==> config.mk <==
export PLATFORM = sky130hd
export DESIGN_NAME = dbg_cmd_decoder
export DESIGN_NICKNAME = d
export VERILOG_FILES = /design/src/rtl/dbgcmd_pkg.sv /design/src/rtl/dbgcmd_shifter.sv /design/src/rtl/dbgcmd_decode.sv /design/src/rtl/dbgcmd_errreg.sv /design/src/rtl/dbg_cmd_decoder.sv
export SDC_FILE = /design/constraint.sdc
export NUM_CORES = 1
export LEC_CHECK = 0
export BUFFER_PORTS_ARGS = -buffer_cell sky130_fd_sc_hd__buf_2
export CAP_MARGIN = 15
export CORE_ASPECT_RATIO = 0.8
export CORE_MARGIN = 2
export CORE_UTILIZATION = 55
export DETAILED_ROUTE_END_ITERATION = 10
export PLACE_DENSITY = 0.77
export SLEW_MARGIN = 20
export SYNTH_ARGS = -nofsm -noshare
export SYNTH_HDL_FRONTEND = slang
export SYNTH_HIERARCHICAL = 1
export SYNTH_SLANG_ARGS = --single-unit
==> constraint.sdc <==
create_clock -name tck -period 5.77 [get_ports tck]
set_clock_uncertainty 0.2 [all_clocks]
set_input_delay 0.577 -clock tck [delete_from_list [all_inputs] [get_ports tck]]
set_output_delay 0.577 -clock tck [all_outputs]
set_load 0.05 [all_outputs]
==> src/rtl/dbgcmd_pkg.sv <==
package dbgcmd_pkg;

  localparam int OP_W = 4;

  localparam logic [OP_W-1:0] OPC_NOP  = 4'd0;
  localparam logic [OP_W-1:0] OPC_BW8  = 4'd1;
  localparam logic [OP_W-1:0] OPC_BW16 = 4'd2;
  localparam logic [OP_W-1:0] OPC_BW32 = 4'd3;
  localparam logic [OP_W-1:0] OPC_BR8  = 4'd5;
  localparam logic [OP_W-1:0] OPC_BR16 = 4'd6;
  localparam logic [OP_W-1:0] OPC_BR32 = 4'd7;
  localparam logic [OP_W-1:0] OPC_RWR  = 4'd9;
  localparam logic [OP_W-1:0] OPC_RSEL = 4'd13;

  typedef enum logic [2:0] {
    CK_NONE,
    CK_MODSEL,
    CK_REGSEL,
    CK_REGWR,
    CK_BURST
  } cmd_kind_e;

endpackage

==> src/rtl/dbgcmd_shifter.sv <==
module dbgcmd_shifter #(
  parameter int SR_W  = 53,
  parameter int CNT_W = 6,
  parameter int RD_W  = 33
) (
  input  logic             clk,
  input  logic             rst_n,
  input  logic             sel,
  input  logic             capture,
  input  logic             shift,
  input  logic             tdi,
  input  logic [RD_W-1:0]  rd_val,
  output logic [SR_W-1:0]  sr,
  output logic [CNT_W-1:0] cnt,
  output logic             tdo
);

  localparam logic [CNT_W-1:0] CNT_SAT = CNT_W'(SR_W + 1);

  logic [RD_W-1:0] out_sr;

  always_ff @(posedge clk or negedge rst_n) begin
    if (!rst_n) begin
      sr     <= '0;
      cnt    <= '0;
      out_sr <= '0;
    end else if (sel && capture) begin
      cnt    <= '0;
      out_sr <= rd_val;
    end else if (sel && shift) begin
      sr     <= {tdi, sr[SR_W-1:1]};
      out_sr <= {1'b0, out_sr[RD_W-1:1]};
      if (cnt != CNT_SAT) cnt <= cnt + 1'b1;
    end
  end

  assign tdo = out_sr[0];

endmodule

==> src/rtl/dbgcmd_decode.sv <==
module dbgcmd_decode
  import dbgcmd_pkg::*;
#(
  parameter int SR_W    = 53,
  parameter int CNT_W   = 6,
  parameter int MOD_W   = 2,
  parameter int NUM_MOD = 3,
  parameter int IDX_W   = 2,
  parameter int DATA_W  = 33,
  parameter int ADDR_W  = 32,
  parameter int LEN_W   = 16
) (
  input  logic [SR_W-1:0]   sr,
  input  logic [CNT_W-1:0]  cnt,
  output cmd_kind_e         kind,
  output logic [MOD_W-1:0]  mod,
  output logic [OP_W-1:0]   op,
  output logic [IDX_W-1:0]  idx,
  output logic              wbit0,
  output logic [ADDR_W-1:0] addr,
  output logic [LEN_W-1:0]  len
);

  localparam int HDR_W   = 1 + OP_W + IDX_W;
  localparam int BURST_W = 1 + OP_W + ADDR_W + LEN_W;
  localparam int PTR_W   = $clog2(SR_W);

  int c;

  // fields sit just below the top bit, which is the last one shifted
  assign mod  = sr[SR_W-2 -: MOD_W];
  assign op   = sr[SR_W-2 -: OP_W];
  assign idx  = sr[SR_W-2-OP_W -: IDX_W];
  assign addr = sr[SR_W-2-OP_W -: ADDR_W];
  assign len  = sr[SR_W-2-OP_W-ADDR_W -: LEN_W];

  always_comb begin
    c     = int'(cnt);
    kind  = CK_NONE;
    wbit0 = 1'b0;
    if (c > 0 && c <= SR_W) wbit0 = sr[PTR_W'(SR_W - c)];
    if (sr[SR_W-1]) begin
      if (c == 1 + MOD_W && int'(mod) < NUM_MOD) kind = CK_MODSEL;
    end else begin
      case (op)
        OPC_RSEL: if (c == HDR_W) kind = CK_REGSEL;
        OPC_RWR:  if (c > HDR_W && c <= HDR_W + DATA_W) kind = CK_REGWR;
        OPC_BW8, OPC_BW16, OPC_BW32,
        OPC_BR8, OPC_BR16, OPC_BR32:
                  if (c == BURST_W) kind = CK_BURST;
        default:  kind = CK_NONE;
      endcase
    end
  end

endmodule

==> src/rtl/dbgcmd_errreg.sv <==
module dbgcmd_errreg #(
  parameter int ADDR_W = 32
) (
  input  logic              clk,
  input  logic              rst_n,
  input  logic              bus_err,
  input  logic [ADDR_W-1:0] bus_err_addr,
  input  logic              clr,
  output logic              flag,
  output logic [ADDR_W-1:0] addr
);

  always_ff @(posedge clk or negedge rst_n) begin
    if (!rst_n) begin
      flag <= 1'b0;
      addr <= '0;
    end else if (bus_err && (!flag || clr)) begin
      flag <= 1'b1;
      addr <= bus_err_addr;
    end else if (clr) begin
      flag <= 1'b0;
    end
  end

endmodule

==> src/rtl/dbg_cmd_decoder.sv <==
module dbg_cmd_decoder
  import dbgcmd_pkg::*;
#(
  parameter int NUM_MOD = 3,
  parameter int MOD_W   = 2,
  parameter int IDX_W   = 2,
  parameter int DATA_W  = 33,
  parameter int ADDR_W  = 32,
  parameter int LEN_W   = 16,
  parameter int ERR_MOD = 0,
  parameter int ERR_IDX = 0
) (
  input  logic              tck,
  input  logic              rst_n,
  input  logic              sel,
  input  logic              capture_dr,
  input  logic              shift_dr,
  input  logic              update_dr,
  input  logic              tdi,
  output logic              tdo,
  input  logic              bus_err,
  input  logic [ADDR_W-1:0] bus_err_addr,
  output logic              sel_valid,
  output logic [MOD_W-1:0]  sel_module,
  output logic [IDX_W-1:0]  sel_index,
  output logic              burst_valid,
  input  logic              burst_ready,
  output logic [MOD_W-1:0]  burst_module,
  output logic              burst_write,
  output logic [1:0]        burst_size,
  output logic [ADDR_W-1:0] burst_addr,
  output logic [LEN_W-1:0]  burst_len
);

  localparam int BURST_W = 1 + OP_W + ADDR_W + LEN_W;
  localparam int WR_W    = 1 + OP_W + IDX_W + DATA_W;
  localparam int SR_W    = (BURST_W > WR_W) ? BURST_W : WR_W;
  localparam int CNT_W   = $clog2(SR_W + 2);
  localparam int ERR_W   = 1 + ADDR_W;
  localparam logic [MOD_W-1:0] ERR_M = MOD_W'(ERR_MOD);
  localparam logic [IDX_W-1:0] ERR_I = IDX_W'(ERR_IDX);

  logic [SR_W-1:0]  sr;
  logic [CNT_W-1:0] cnt;
  logic [ERR_W-1:0] rd_val;
  cmd_kind_e        kind;
  logic [MOD_W-1:0] dec_mod;
  logic [OP_W-1:0]  dec_op;
  logic [IDX_W-1:0] dec_idx;
  logic             dec_wbit0;
  logic [ADDR_W-1:0] dec_addr;
  logic [LEN_W-1:0] dec_len;
  logic             err_flag;
  logic [ADDR_W-1:0] err_addr;
  logic             err_clr;
  logic             upd;
  logic             mod_cmd;
  logic             burst_take;
  logic [NUM_MOD-1:0][IDX_W-1:0] idx_q;

  dbgcmd_shifter #(.SR_W(SR_W), .CNT_W(CNT_W), .RD_W(ERR_W)) i_shifter (
    .clk(tck), .rst_n(rst_n), .sel(sel), .capture(capture_dr),
    .shift(shift_dr), .tdi(tdi), .rd_val(rd_val), .sr(sr), .cnt(cnt),
    .tdo(tdo)
  );

  dbgcmd_decode #(
    .SR_W(SR_W), .CNT_W(CNT_W), .MOD_W(MOD_W), .NUM_MOD(NUM_MOD),
    .IDX_W(IDX_W), .DATA_W(DATA_W), .ADDR_W(ADDR_W), .LEN_W(LEN_W)
  ) i_decode (
    .sr(sr), .cnt(cnt), .kind(kind), .mod(dec_mod), .op(dec_op),
    .idx(dec_idx), .wbit0(dec_wbit0), .addr(dec_addr), .len(dec_len)
  );

  dbgcmd_errreg #(.ADDR_W(ADDR_W)) i_errreg (
    .clk(tck), .rst_n(rst_n), .bus_err(bus_err), .bus_err_addr(bus_err_addr),
    .clr(err_clr), .flag(err_flag), .addr(err_addr)
  );

  assign upd        = update_dr && sel;
  assign mod_cmd    = upd && sel_valid;
  assign err_clr    = mod_cmd && kind == CK_REGWR && sel_module == ERR_M &&
                      dec_idx == ERR_I && dec_wbit0;
  assign burst_take = mod_cmd && kind == CK_BURST && (!burst_valid || burst_ready);

  // unit-level module selection
  always_ff @(posedge tck or negedge rst_n) begin
    if (!rst_n) begin
      sel_valid  <= 1'b0;
      sel_module <= '0;
    end else if (upd && kind == CK_MODSEL) begin
      sel_valid  <= 1'b1;
      sel_module <= dec_mod;
    end
  end

  // one register index per module
  always_ff @(posedge tck or negedge rst_n) begin
    if (!rst_n) begin
      idx_q <= '0;
    end else if (mod_cmd && (kind == CK_REGSEL || kind == CK_REGWR)) begin
      for (int m = 0; m < NUM_MOD; m++)
        if (sel_module == MOD_W'(m)) idx_q[m] <= dec_idx;
    end
  end

  always_comb begin
    sel_index = '0;
    for (int m = 0; m < NUM_MOD; m++)
      if (sel_module == MOD_W'(m)) sel_index = idx_q[m];
  end

  assign rd_val = (sel_valid && sel_module == ERR_M && idx_q[ERR_MOD] == ERR_I) ?
                  {err_addr, err_flag} : '0;

  // burst setup holding stage
  always_ff @(posedge tck or negedge rst_n) begin
    if (!rst_n) begin
      burst_valid  <= 1'b0;
      burst_module <= '0;
      burst_write  <= 1'b0;
      burst_size   <= '0;
      burst_addr   <= '0;
      burst_len    <= '0;
    end else if (burst_take) begin
      burst_valid  <= 1'b1;
      burst_module <= sel_module;
      burst_write  <= ~dec_op[2];
      burst_size   <= dec_op[1:0] - 2'd1;
      burst_addr   <= dec_addr;
      burst_len    <= dec_len;
    end else if (burst_ready) begin
      burst_valid  <= 1'b0;
    end
  end

endmodule

==> metrics.md, run 1 <==
| Metric | Value |
|---|---|
| Fin crit share | 0.684 |
| Die X | approximately 150 µm |
| Pre-antenna DRT Iters | 4 |
| Final Critical Period | 3.95 ns |
| Non-Filler Instances | approximately 1100 |
| Slew headroom | 0.281 |
| Max clock buf depth | 2 |
| Combinational group share of total power | 0.107 |
| Clk network pwr share | 0.388 |
| CP required | around 5.9 ns |
| Mapped Area | just over 0.009 mm² |
| Fin util | 0.604 |
| Critical path capture point type | register |
| Number of I/O port buffers | 100 |
| Max-slew violations | 0 |
| Worst hold start | bus_err_addr[17] |
| Fin Setup TNS | 0 ns |
| Clock-pin slew on the worst setup and hold paths | 0.07 ns |
| Sw Share | 0.278 |
| Psw | ~0.0008 W |
| CP Buf/Inv Count | 0 |
| Share of cells above drive strength 1 | 0.287 |
| TritonCTS clock tree | built |
| Pwr/cell area | around 290 mW/mm² |
| Vias | 6090 |
| Pin count of the biggest net entering global routing | 85 |
| Crit path DAT | between 4 and 5 ns |
| # setup viols final | 0 |
| Post-cts sizing count | 0 |
| Boundary Pins | 101 |
| Multi-input logic area | between 0.003 and 0.004 mm² |
| Initial DRC count | between 400 and 500 |
| Slew of the pin with the lowest slew margin | approximately 1.1 ns |
| Vias in the first global route | just under 6000 |
| Inst Count DP | 1034 |
| Fmax | ~250 MHz |
| Area delta synth->final | 7.56% |
| Share of power burned in registers | 0.505 |
| FP Rows | 42 |
| Leakage power | between 5 and 6 nW |
| # fillers | about 1300 |
| Via density | around 5.7 |
| DRC viols | 0 |
| Crit-path max cell delay | slightly above 0.9 ns |
| Initial antenna violation count | 0 |
| Insertion delay to the later sink of the worst-skew pair | between 0.4 and 0.5 ns |
| Synthesized area per cell | ~11 µm² |
| Worst Hold Class | in2reg |
| Root Driver | clkbuf_16 |
| Detailed Route WL | approximately 18000 µm |
| Total Routing Usage GR | 0.217 |
| Worst VDD drop | approximately 0.21 mV |
| Worst Path Max Fanout | 32 |
| Slowest cell on the critical path | dfrtp_1 |
| Worst setup path start | i_shifter/cnt[0]$_DFFE_PN0P_ |
| Initial Util | 0.562 |
| Post-CTS setup buffers | 0 |
| CTS Sinks | roughly 190 |
| Ant. Diodes | 0 |
| Syn nets | ~860 |
| Die Ht | between 100 and 150 µm |
| Die area | 0.0180 mm² |
| Final nets | 880 |
| H-tree Lvls | 4 |
| Cell Chain, Critical Path | nand3_1 -> or4_1 -> o21ai_1 -> nor4b_1 -> nand2_1 -> nor4_1 -> nand2b_4 -> nand2_4 -> mux2_4 |
| Gr ovfl total | 0 |
| Num CTS Buffers | 17 |
| Critical path startpoint category | register |
| Ys Warns | 6 |
| Post-route ant nets | 0 |
| Core Area | approximately 0.017 mm² |
| First-pass GRT wire length | 31000 µm |
| Outcome | completed |
| Hold buffers post-CTS | 1 |
| Max-cap violations | 0 |
| RR Startpoint | i_shifter/cnt[0]$_DFFE_PN0P_ |
| Critical path type | reg2reg |
| Gate Count Post-Synth | slightly above 800 |
| Fin. Hold Viols | 0 |
| Register area | 0.00470 mm² |
| RSZ-0062 raised after global routing | no |
| Pint | approximately 0.0021 W |
| Global placement routability congestion | between 0.8 and 0.9 |
| Detail Placement HPWL | approximately 11000 µm |
| CP delay by family, top | simple AND/OR/NAND/NOR gates |
| WL/cell | roughly 17 µm |
## path summary, 6_finish.rpt
check,end,slack (ns),depth (start not counted)
min,i_errreg/addr[17]$_DFFE_PN0P_,0.17,2
max,i_errreg/addr[20]$_DFFE_PN0P_,1.82,9
min reg2reg,burst_addr[30]$_DFFE_PN0P_,0.31,1
max in group asynchronous,i_shifter/cnt[5]$_DFFE_PN0P_,3.57,3
max reg2reg,i_errreg/addr[20]$_DFFE_PN0P_,1.82,9
min in group asynchronous,burst_addr[7]$_DFFE_PN0P_,0.55,2
## per-stage QoR
| step | worst slack [ns] | hold slack (ns) | total power, W | cell area [µm²] |
|---|---|---|---|---|
| after CTS | 1.84 | 0.157 | 0.00294 | 10000 |
| after detailed placement | 1.85 | 0.288 | 0.00181 | 9410 |
| final | 1.82 | 0.171 | 0.00292 | 10000 |
| after global routing | 1.45 | 0.158 | 0.00305 | 10000 |
| after floorplan | 2.23 | 0.0814 | 0.00173 | 9300 |
| after global placement | 1.91 | 0.280 | 0.00180 | 9410 |
## placed cells by master (no fill, tap or decap), drive strengths merged, types with 2 or more instances in the layout
master and instances:
clkinv 7, or4 3, and2 2, a21oi 38
nor2b 4, mux2i 17, o21ai 9, nand2 174
nor4 2, mux4 9, nand3 5, a31oi 4
buf 106, nor2 6, ha 5, a41oi 2
inv 17, nand2b 4, nand4b 2, and3 34
clkbuf 18, nand4 5, nand3b 2, xnor2 4
mux2 93, dfrtp 188, o22ai 66, a22oi 4
## power by group through the flow
stage	Clock (W)	Sequential, W	Combinational, W
final	0.00113	0.00148	0.000312
after CTS	0.00116	0.00147	0.000313
after floorplan	0	0.00148	0.000247
after global placement	0	0.00150	0.000301
after detailed placement	0	0.00150	0.000309
after global routing	0.00122	0.00149	0.000347
## sequential cells by signal, summed over array words and instances, names as in the netlist
signal,count
i_shifter/out_sr,33
sel_module,2
i_shifter/cnt,6
burst_valid,1
burst_size,2
burst_addr,32
i_errreg/flag,1
burst_module,2
i_errreg/addr,32
sel_valid,1
burst_write,1
idx_q,6
burst_len,16
i_shifter/sr,53
## per-layer routing
metal / part of all wire / vias up / global-route usage
li1: - / 2869 / -
met1: 0.49 / 3014 / 0.334
met2: 0.43 / 191 / 0.302
met3: 0.069 / 16 / 0.0574
met4: 0.010 / 0 / 0.0607
met5: 0 / - / 0
## layout make-up
cell class,count,area share
clock inverter,15,0.0153
inverter,10,0.00375
tap,220,0.0275
clock buffer,17,0.0425
sequential,188,0.470
multi-input combinational,509,0.383
timing repair buffer,108,0.0572
(Power assumes the default switching activity.)
==> run 2: changes to the inputs <==
--- a/config.mk
+++ b/config.mk
@@ -5,6 +5,7 @@
 export SDC_FILE = /design/constraint.sdc
 export NUM_CORES = 1
 export LEC_CHECK = 0
+export ABC_AREA = 1
 export BUFFER_PORTS_ARGS = -buffer_cell sky130_fd_sc_hd__buf_2
 export CAP_MARGIN = 15
 export CORE_ASPECT_RATIO = 0.8
==> constraint.sdc (replaced) <==
create_clock -name tck -period 4.08 [get_ports tck]
set_clock_uncertainty 0.2 [all_clocks]
set_input_delay 0.408 -clock tck [delete_from_list [all_inputs] [get_ports tck]]
set_output_delay 0.408 -clock tck [all_outputs]
set_load 0.05 [all_outputs]
==> metrics.md, run 2 <==
| Metric | Value |
|---|---|
| Share of cells above drive strength 1 | 0.127 |
| Clock-pin slew on the worst setup and hold paths | 0.07 ns |
| Worst path depth | 16 |
| Syn nets | roughly 1300 |
| Detail Placement HPWL | approximately 13000 µm |
| Worst flop-to-flop path endpoint | i_errreg/addr[2]$_DFFE_PN0P_ |
| Core Area | roughly 0.017 mm² |
| TritonCTS clock tree | built |
| Die X | 150 µm |
| Fin crit share | 0.793 |
| Worst setup path start | i_shifter/cnt[2]$_DFFE_PN0P_ |
| WL/cell | about 13 µm |
| Worst Path Max Fanout | 33 |
| Critical Path Sink | i_errreg/addr[2]$_DFFE_PN0P_ |
| Crit-path max cell delay | around 0.5 ns |
| H-tree Lvls | 4 |
| Synthesized area per cell | a little under 8 µm² |
| Post-route ant nets | 0 |
| CP Buf/Inv Count | 2 |
| RSZ-0062 raised after global routing | no |
| Num CTS Buffers | 17 |
| Via density | ~5.2 |
| Pre-antenna DRT Iters | 5 |
| Critical path type | reg2reg |
| DRC viols | 0 |
| Worst VDD drop | 0.246 mV |
| Initial DRC count | 709 |
| Largest regs | i_shifter/sr x53, i_shifter/out_sr x33 |
| Final nets | around 1300 |
| # fillers | ~1500 |
| Insertion delay to the later sink of the worst-skew pair | 0.43 ns |
| Slew of the pin with the lowest slew margin | between 0.9 and 1 ns |
| Commonest non-fill, non-tap cell in the layout | nand2_1 |
| Met1 usage | 0.345 |
| Pin count of the biggest net entering global routing | 87 |
| Mapped Area | about 0.0094 mm² |
| Post-cts sizing count | 0 |
| Leakage power | 5.67 nW |
| FP Rows | between 40 and 50 |
| Max-cap violations | 0 |
| First-pass GRT wire length | between 30000 and 40000 µm |
| Ys Warns | 6 |
| Initial Util | 0.564 |
| Final Critical Period | about 3.2 ns |
| Fin Setup TNS | 0 ns |
| Fin. Hold Viols | 0 |
| RR Startpoint | i_shifter/cnt[2]$_DFFE_PN0P_ |
| Die Ht | 121 µm |
| Critical path capture point type | register |
| FF-to-FF path depth | 16 |
| Number of I/O port buffers | 100 |
| Root Driver | clkbuf_16 |
| Total Routing Usage GR | 0.234 |
| Pwr/cell area | 443 mW/mm² |
| Gr ovfl total | 0 |
| CP required | around 4.2 ns |
| Gr busiest metal | met2 |
| Slowest cell on the critical path | dfrtp_1 |
| Outcome | completed |
| Fin util | 0.610 |
| Cell Chain, Critical Path | inv_1 -> ha_1 -> nand2_1 -> a31oi_1 -> nand2_1 -> or3_1 -> o41ai_2 -> nand2_1 -> nor2_2 -> nand3b_1 -> nor2_1 -> inv_2 -> nand2_4 -> nand2_4 -> nand2_1 -> nand2_1 |
| Ant. Diodes | 0 |
| Max-slew violations | 0 |
| Critical path startpoint category | register |
| Vias | between 7000 and 8000 |
| Fmax | around 310 MHz |
| Global placement routability congestion | between 0.8 and 0.9 |
| Die area | 0.0181 mm² |
| Max clock buf depth | 2 |
| Commonest cells after routing, fill and taps aside | nand2_1, dfrtp_1, nand3_1 |
| Detailed Route WL | ~20000 µm |
| Met3 usage | 0.0426 |
| Max FFs per register | 53 |
| Reg2Reg Setup Slack | about 0.85 ns |
| Boundary Pins | around 100 |
| Gate Count Post-Synth | ~1200 |
| Area delta synth->final | 8.22% |
| Vias in the first global route | 7153 |
| CP most frequent cell | nand2_1 |
| Largest reg by FF count | i_shifter/sr |
| Initial antenna violation count | 0 |
| CP delay by family, top | simple AND/OR/NAND/NOR gates |
| CTS Sinks | around 190 |
| Crit path DAT | between 3 and 4 ns |
| Met2 Use GR | 0.360 |
| Slew headroom | 0.341 |
| # setup viols final | 0 |
| Worst Hold Class | in2reg |
[run 2: worst min path at each step]
stage | start | end | cells after the start
finish | bus_err_addr[26] | i_errreg/addr[26]$_DFFE_PN0P_ | 3
global route | bus_err_addr[21] | i_errreg/addr[21]$_DFFE_PN0P_ | 3
CTS | bus_err_addr[27] | i_errreg/addr[27]$_DFFE_PN0P_ | 3
detailed placement | burst_addr[5]$_DFFE_PN0P_ | burst_addr[5]$_DFFE_PN0P_ | 2
global placement | burst_addr[4]$_DFFE_PN0P_ | burst_addr[4]$_DFFE_PN0P_ | 2
floorplan | rst_n | burst_addr[0]$_DFFE_PN0P_ | 0
[run 2: area by class of cell]
class | count | area, µm² | share of cell area
Sequential cell | 188 | 4700 | 0.464
Timing Repair Buffer | 117 | 689 | 0.0680
Clock buffer | 18 | 429 | 0.0424
Multi-Input combinational cell | 827 | 3540 | 0.349
Tap cell | 220 | 275 | 0.0272
Inverter | 91 | 349 | 0.0345
Clock inverter | 14 | 145 | 0.0143
[run 2: per-stage QoR]
stage               std cells  hold WS [ns]  instance area [µm²]  setup WS (ns)  power, W
floorplan                1216       -0.0876                 9360           1.25   0.00278
detailed placement       1433         0.254                 9430          0.867   0.00290
finish                   1475       0.00953                10100          0.847   0.00448
global placement         1433         0.249                 9430           1.01   0.00287
global route             1475        0.0151                10100          0.442   0.00474
CTS                      1474      0.000255                10100          0.850   0.00452
[run 2: power breakdown]
group,internal [W],total [W],switching (W)
logic,0.000226,0.000609,0.000383
registers,0.00209,0.00227,0.000173
clock network,0.000903,0.00161,0.000705
[run 2: worst reg2reg max path, stage by stage, from the launching register on]
cell	delay, ns
dfrtp_1	0.50
inv_1	0.15
ha_1	0.15
nand2_1	0.05
a31oi_1	0.12
nand2_1	0.06
or3_1	0.35
o41ai_2	0.09
nand2_1	0.11
nor2_2	0.32
nand3b_1	0.12
nor2_1	0.15
inv_2	0.06
nand2_4	0.20
nand2_4	0.27
nand2_1	0.16
nand2_1	0.06
[run 2: repair_timing]
action	CTS	global route
endpoints found under the hold margin	79	0
endpoints found under the setup margin	0	0
hold buffers	9	0
setup buffers	0	0
[run 2: per-layer routing]
layer | wire length [µm] | share of wire | vias to the layer above
li1 | - | - | 3765
met1 | 9580 | 0.49 | 3656
met2 | 8920 | 0.45 | 192
met3 | 1000 | 0.051 | 15
met4 | 192 | 0.0098 | 0
met5 | 0 | 0 | -
==> run 3: changes to the inputs <==
--- a/config.mk
+++ b/config.mk
@@ -5,7 +5,7 @@
 export SDC_FILE = /design/constraint.sdc
 export NUM_CORES = 1
 export LEC_CHECK = 0
-export ABC_AREA = 1
+export ABC_AREA = 0
 export BUFFER_PORTS_ARGS = -buffer_cell sky130_fd_sc_hd__buf_2
 export CAP_MARGIN = 15
 export CORE_ASPECT_RATIO = 0.8
==> constraint.sdc (replaced) <==
create_clock -name tck -period 3.3 [get_ports tck]
set_clock_uncertainty 0.2 [all_clocks]
set_input_delay 0.33 -clock tck [delete_from_list [all_inputs] [get_ports tck]]
set_output_delay 0.33 -clock tck [all_outputs]
set_load 0.05 [all_outputs]
==> metrics.md, run 3 (same netlist as run 1, synthesis figures left out) <==
| Metric | Value |
|---|---|
| Outcome | completed |
| Core Area | around 0.017 mm² |
| Share of power burned in registers | 0.488 |
| Vias in the first global route | roughly 6400 |
| # setup viols final | 0 |
| Critical path startpoint category | register |
| Area delta synth->final | 14.8% |
| Psw | between 0.001 and 0.0015 W |
| Pint | ~0.0038 W |
| Number of I/O port buffers | 100 |
| Die area | 0.0180 mm² |
| Clk network pwr share | 0.379 |
| Inst Count DP | between 1000 and 1500 |
| Global placement routability congestion | ~0.86 |
| Initial DRC count | about 550 |
| Max FFs per register | 53 |
| Slew headroom | 0.279 |
| Die X | roughly 150 µm |
| FP Rows | 42 |
| Boundary Pins | 101 |
| Initial antenna violation count | 0 |
| Met3 usage | 0.0528 |
| Register area | 0.00471 mm² |
| Largest reg by FF count | i_shifter/sr |
| DRC viols | 0 |
| Met1 usage | 0.354 |
| Worst hold start | capture_dr |
| Worst Path Max Fanout | 16 |
| Critical path type | reg2reg |
| Clock-pin slew on the worst setup and hold paths | about 0.07 ns |
| Largest regs | i_shifter/sr x53, i_shifter/out_sr x33 |
| Total Routing Usage GR | 0.235 |
| Worst Hold Class | in2reg |
| Worst flop-to-flop path endpoint | i_errreg/addr[1]$_DFFE_PN0P_ |
| Fmax | approximately 320 MHz |
| Max-cap violations | 0 |
| Via density | 5.68 |
| Pin count of the biggest net entering global routing | between 90 and 100 |
| Detailed Route WL | approximately 20000 µm |
| Pwr/cell area | 490 mW/mm² |
| Num CTS Buffers | 17 |
| Commonest non-fill, non-tap cell in the layout | dfrtp_1 |
| Fin. Hold Viols | 0 |
| Fin crit share | 0.955 |
| Fin Setup TNS | 0 ns |
| Gr busiest metal | met1 |
| Met2 Use GR | 0.348 |
| Pre-antenna DRT Iters | 5 |
| Die Ht | 120 µm |
| Reg2Reg Setup Slack | around 0.15 ns |
| Non-Filler Instances | 1135 |
| Leakage power | between 5 and 6 nW |
| H-tree Lvls | 4 |
| Combinational group share of total power | 0.133 |
| Final Critical Period | 3.15 ns |
| First-pass GRT wire length | roughly 34000 µm |
| TritonCTS clock tree | built |
| Slew of the pin with the lowest slew margin | between 1 and 1.5 ns |
| Commonest cells after routing, fill and taps aside | dfrtp_1, nand2_1, buf_2 |
| # fillers | approximately 1300 |
| Final nets | between 900 and 1000 |
| RR Startpoint | i_shifter/cnt[1]$_DFFE_PN0P_ |
| Initial Util | 0.562 |
| WHS Path Cells | 2 |
| Ant. Diodes | 0 |
| Max-slew violations | 0 |
| Sw Share | 0.269 |
| WHS Endpoint | i_shifter/out_sr[32]$_DFFE_PN0P_ |
| Insertion delay to the later sink of the worst-skew pair | 0.43 ns |
| Root Driver | clkbuf_16 |
| Critical path capture point type | register |
| CP required | 3.41 ns |
| Gr ovfl total | 0 |
| Share of cells above drive strength 1 | 0.309 |
| CTS Sinks | 188 |
| Worst VDD drop | ~0.43 mV |
| Detail Placement HPWL | between 10000 and 15000 µm |
| Post-route ant nets | 0 |
| Multi-input logic area | 0.00389 mm² |
| WL/cell | 17.6 µm |
| Max clock buf depth | 2 |
| FF-to-FF path depth | 12 |
| Vias | around 6400 |
| Crit path DAT | 3.26 ns |
[run 3: cell types whose count changed in the layout (fill, tap and decap cells not counted), sizes merged, moves of 9 or more]
| cell | delta |
|---|---|
| nand3 | -166 |
| nor2 | -58 |
| mux2 | +93 |
| and3 | +34 |
| mux4 | +9 |
| o22ai | +66 |
| inv | -77 |
| nand2 | -375 |
| mux2i | +17 |
| dlygate4sd3 | +25 |
| a21oi | +30 |
| buf | +32 |
[run 3: layout make-up]
class,instances,area share
sequential,188,0.441
multi-input combinational,510,0.365
timing repair buffer,175,0.112
tap,220,0.0258
inverter,10,0.00375
clock buffer,18,0.0402
clock inverter,14,0.0129
[run 3: power groups by stage]
| stage | Sequential, W | Combinational, W | Clock [W] |
|---|---|---|---|
| finish | 0.00255 | 0.000697 | 0.00198 |
| global route | 0.00256 | 0.000769 | 0.00213 |
| CTS | 0.00255 | 0.000699 | 0.00202 |
| detailed placement | 0.00259 | 0.000662 | 0 |
| global placement | 0.00258 | 0.000637 | 0 |
| floorplan | 0.00259 | 0.000442 | 0 |
[run 3: critical path, cell delays in order, from the launching register on]
cell and delay, ns:
dfrtp_2 0.43, inv_4 0.07, ha_4 0.21, mux2_4 0.20
a221oi_2 0.06, or4_1 0.51, a31o_1 0.22, a21oi_1 0.15
nand2_1 0.09, nor4_2 0.16, nand2b_4 0.24, nand2_8 0.16
mux2_4 0.34
[run 3: through the flow]
| step | setup slack (ns) | power, W | utilization | hold slack [ns] | instance area, µm² |
|---|---|---|---|---|---|
| 3_3_place_gp | -0.0539 | 0.00322 | 0.588 | 0.246 | 9740 |
| 5_1_grt | -0.0261 | 0.00546 | 0.645 | 0.0474 | 10700 |
| 6_report | 0.149 | 0.00523 | 0.645 | 0.0398 | 10700 |
| 2_1_floorplan | -0.0707 | 0.00303 | - | -0.166 | 9340 |
| 3_5_place_dp | -0.0577 | 0.00325 | 0.588 | 0.248 | 9740 |
| 4_1_cts | 0.126 | 0.00527 | 0.645 | 0.0224 | 10700 |
[run 3: layer usage]
metal / wire length (µm) / up-vias
met1: 9620 / 3248
met3: 994 / 17
li1: - / 3001
met2: 9150 / 176
met4: 214 / 0
met5: 0 / -
[run 3: timing repair]
action	in CTS	in global routing
hold endpoints to repair	119	0
gates resized for setup	2	1
endpoints found under the setup margin	32	32
setup buffers	0	0
hold buffers	34	0
pin swaps	1	0
cloned	1	0
[run 3: worst max path at each step]
stage / cells after the start / startpoint / end
6_report: 12 / i_shifter/cnt[1]$_DFFE_PN0P_ / i_errreg/addr[1]$_DFFE_PN0P_
3_5_place_dp: 12 / i_shifter/cnt[1]$_DFFE_PN0P_ / i_errreg/addr[17]$_DFFE_PN0P_
2_1_floorplan: 15 / i_shifter/cnt[1]$_DFFE_PN0P_ / i_errreg/addr[0]$_DFFE_PN0P_
4_1_cts: 12 / i_shifter/cnt[1]$_DFFE_PN0P_ / i_errreg/addr[1]$_DFFE_PN0P_
3_3_place_gp: 12 / i_shifter/cnt[1]$_DFFE_PN0P_ / i_errreg/addr[25]$_DFFE_PN0P_
5_1_grt: 11 / i_shifter/cnt[1]$_DFFE_PN0P_ / i_errreg/addr[24]$_DFFE_PN0P_
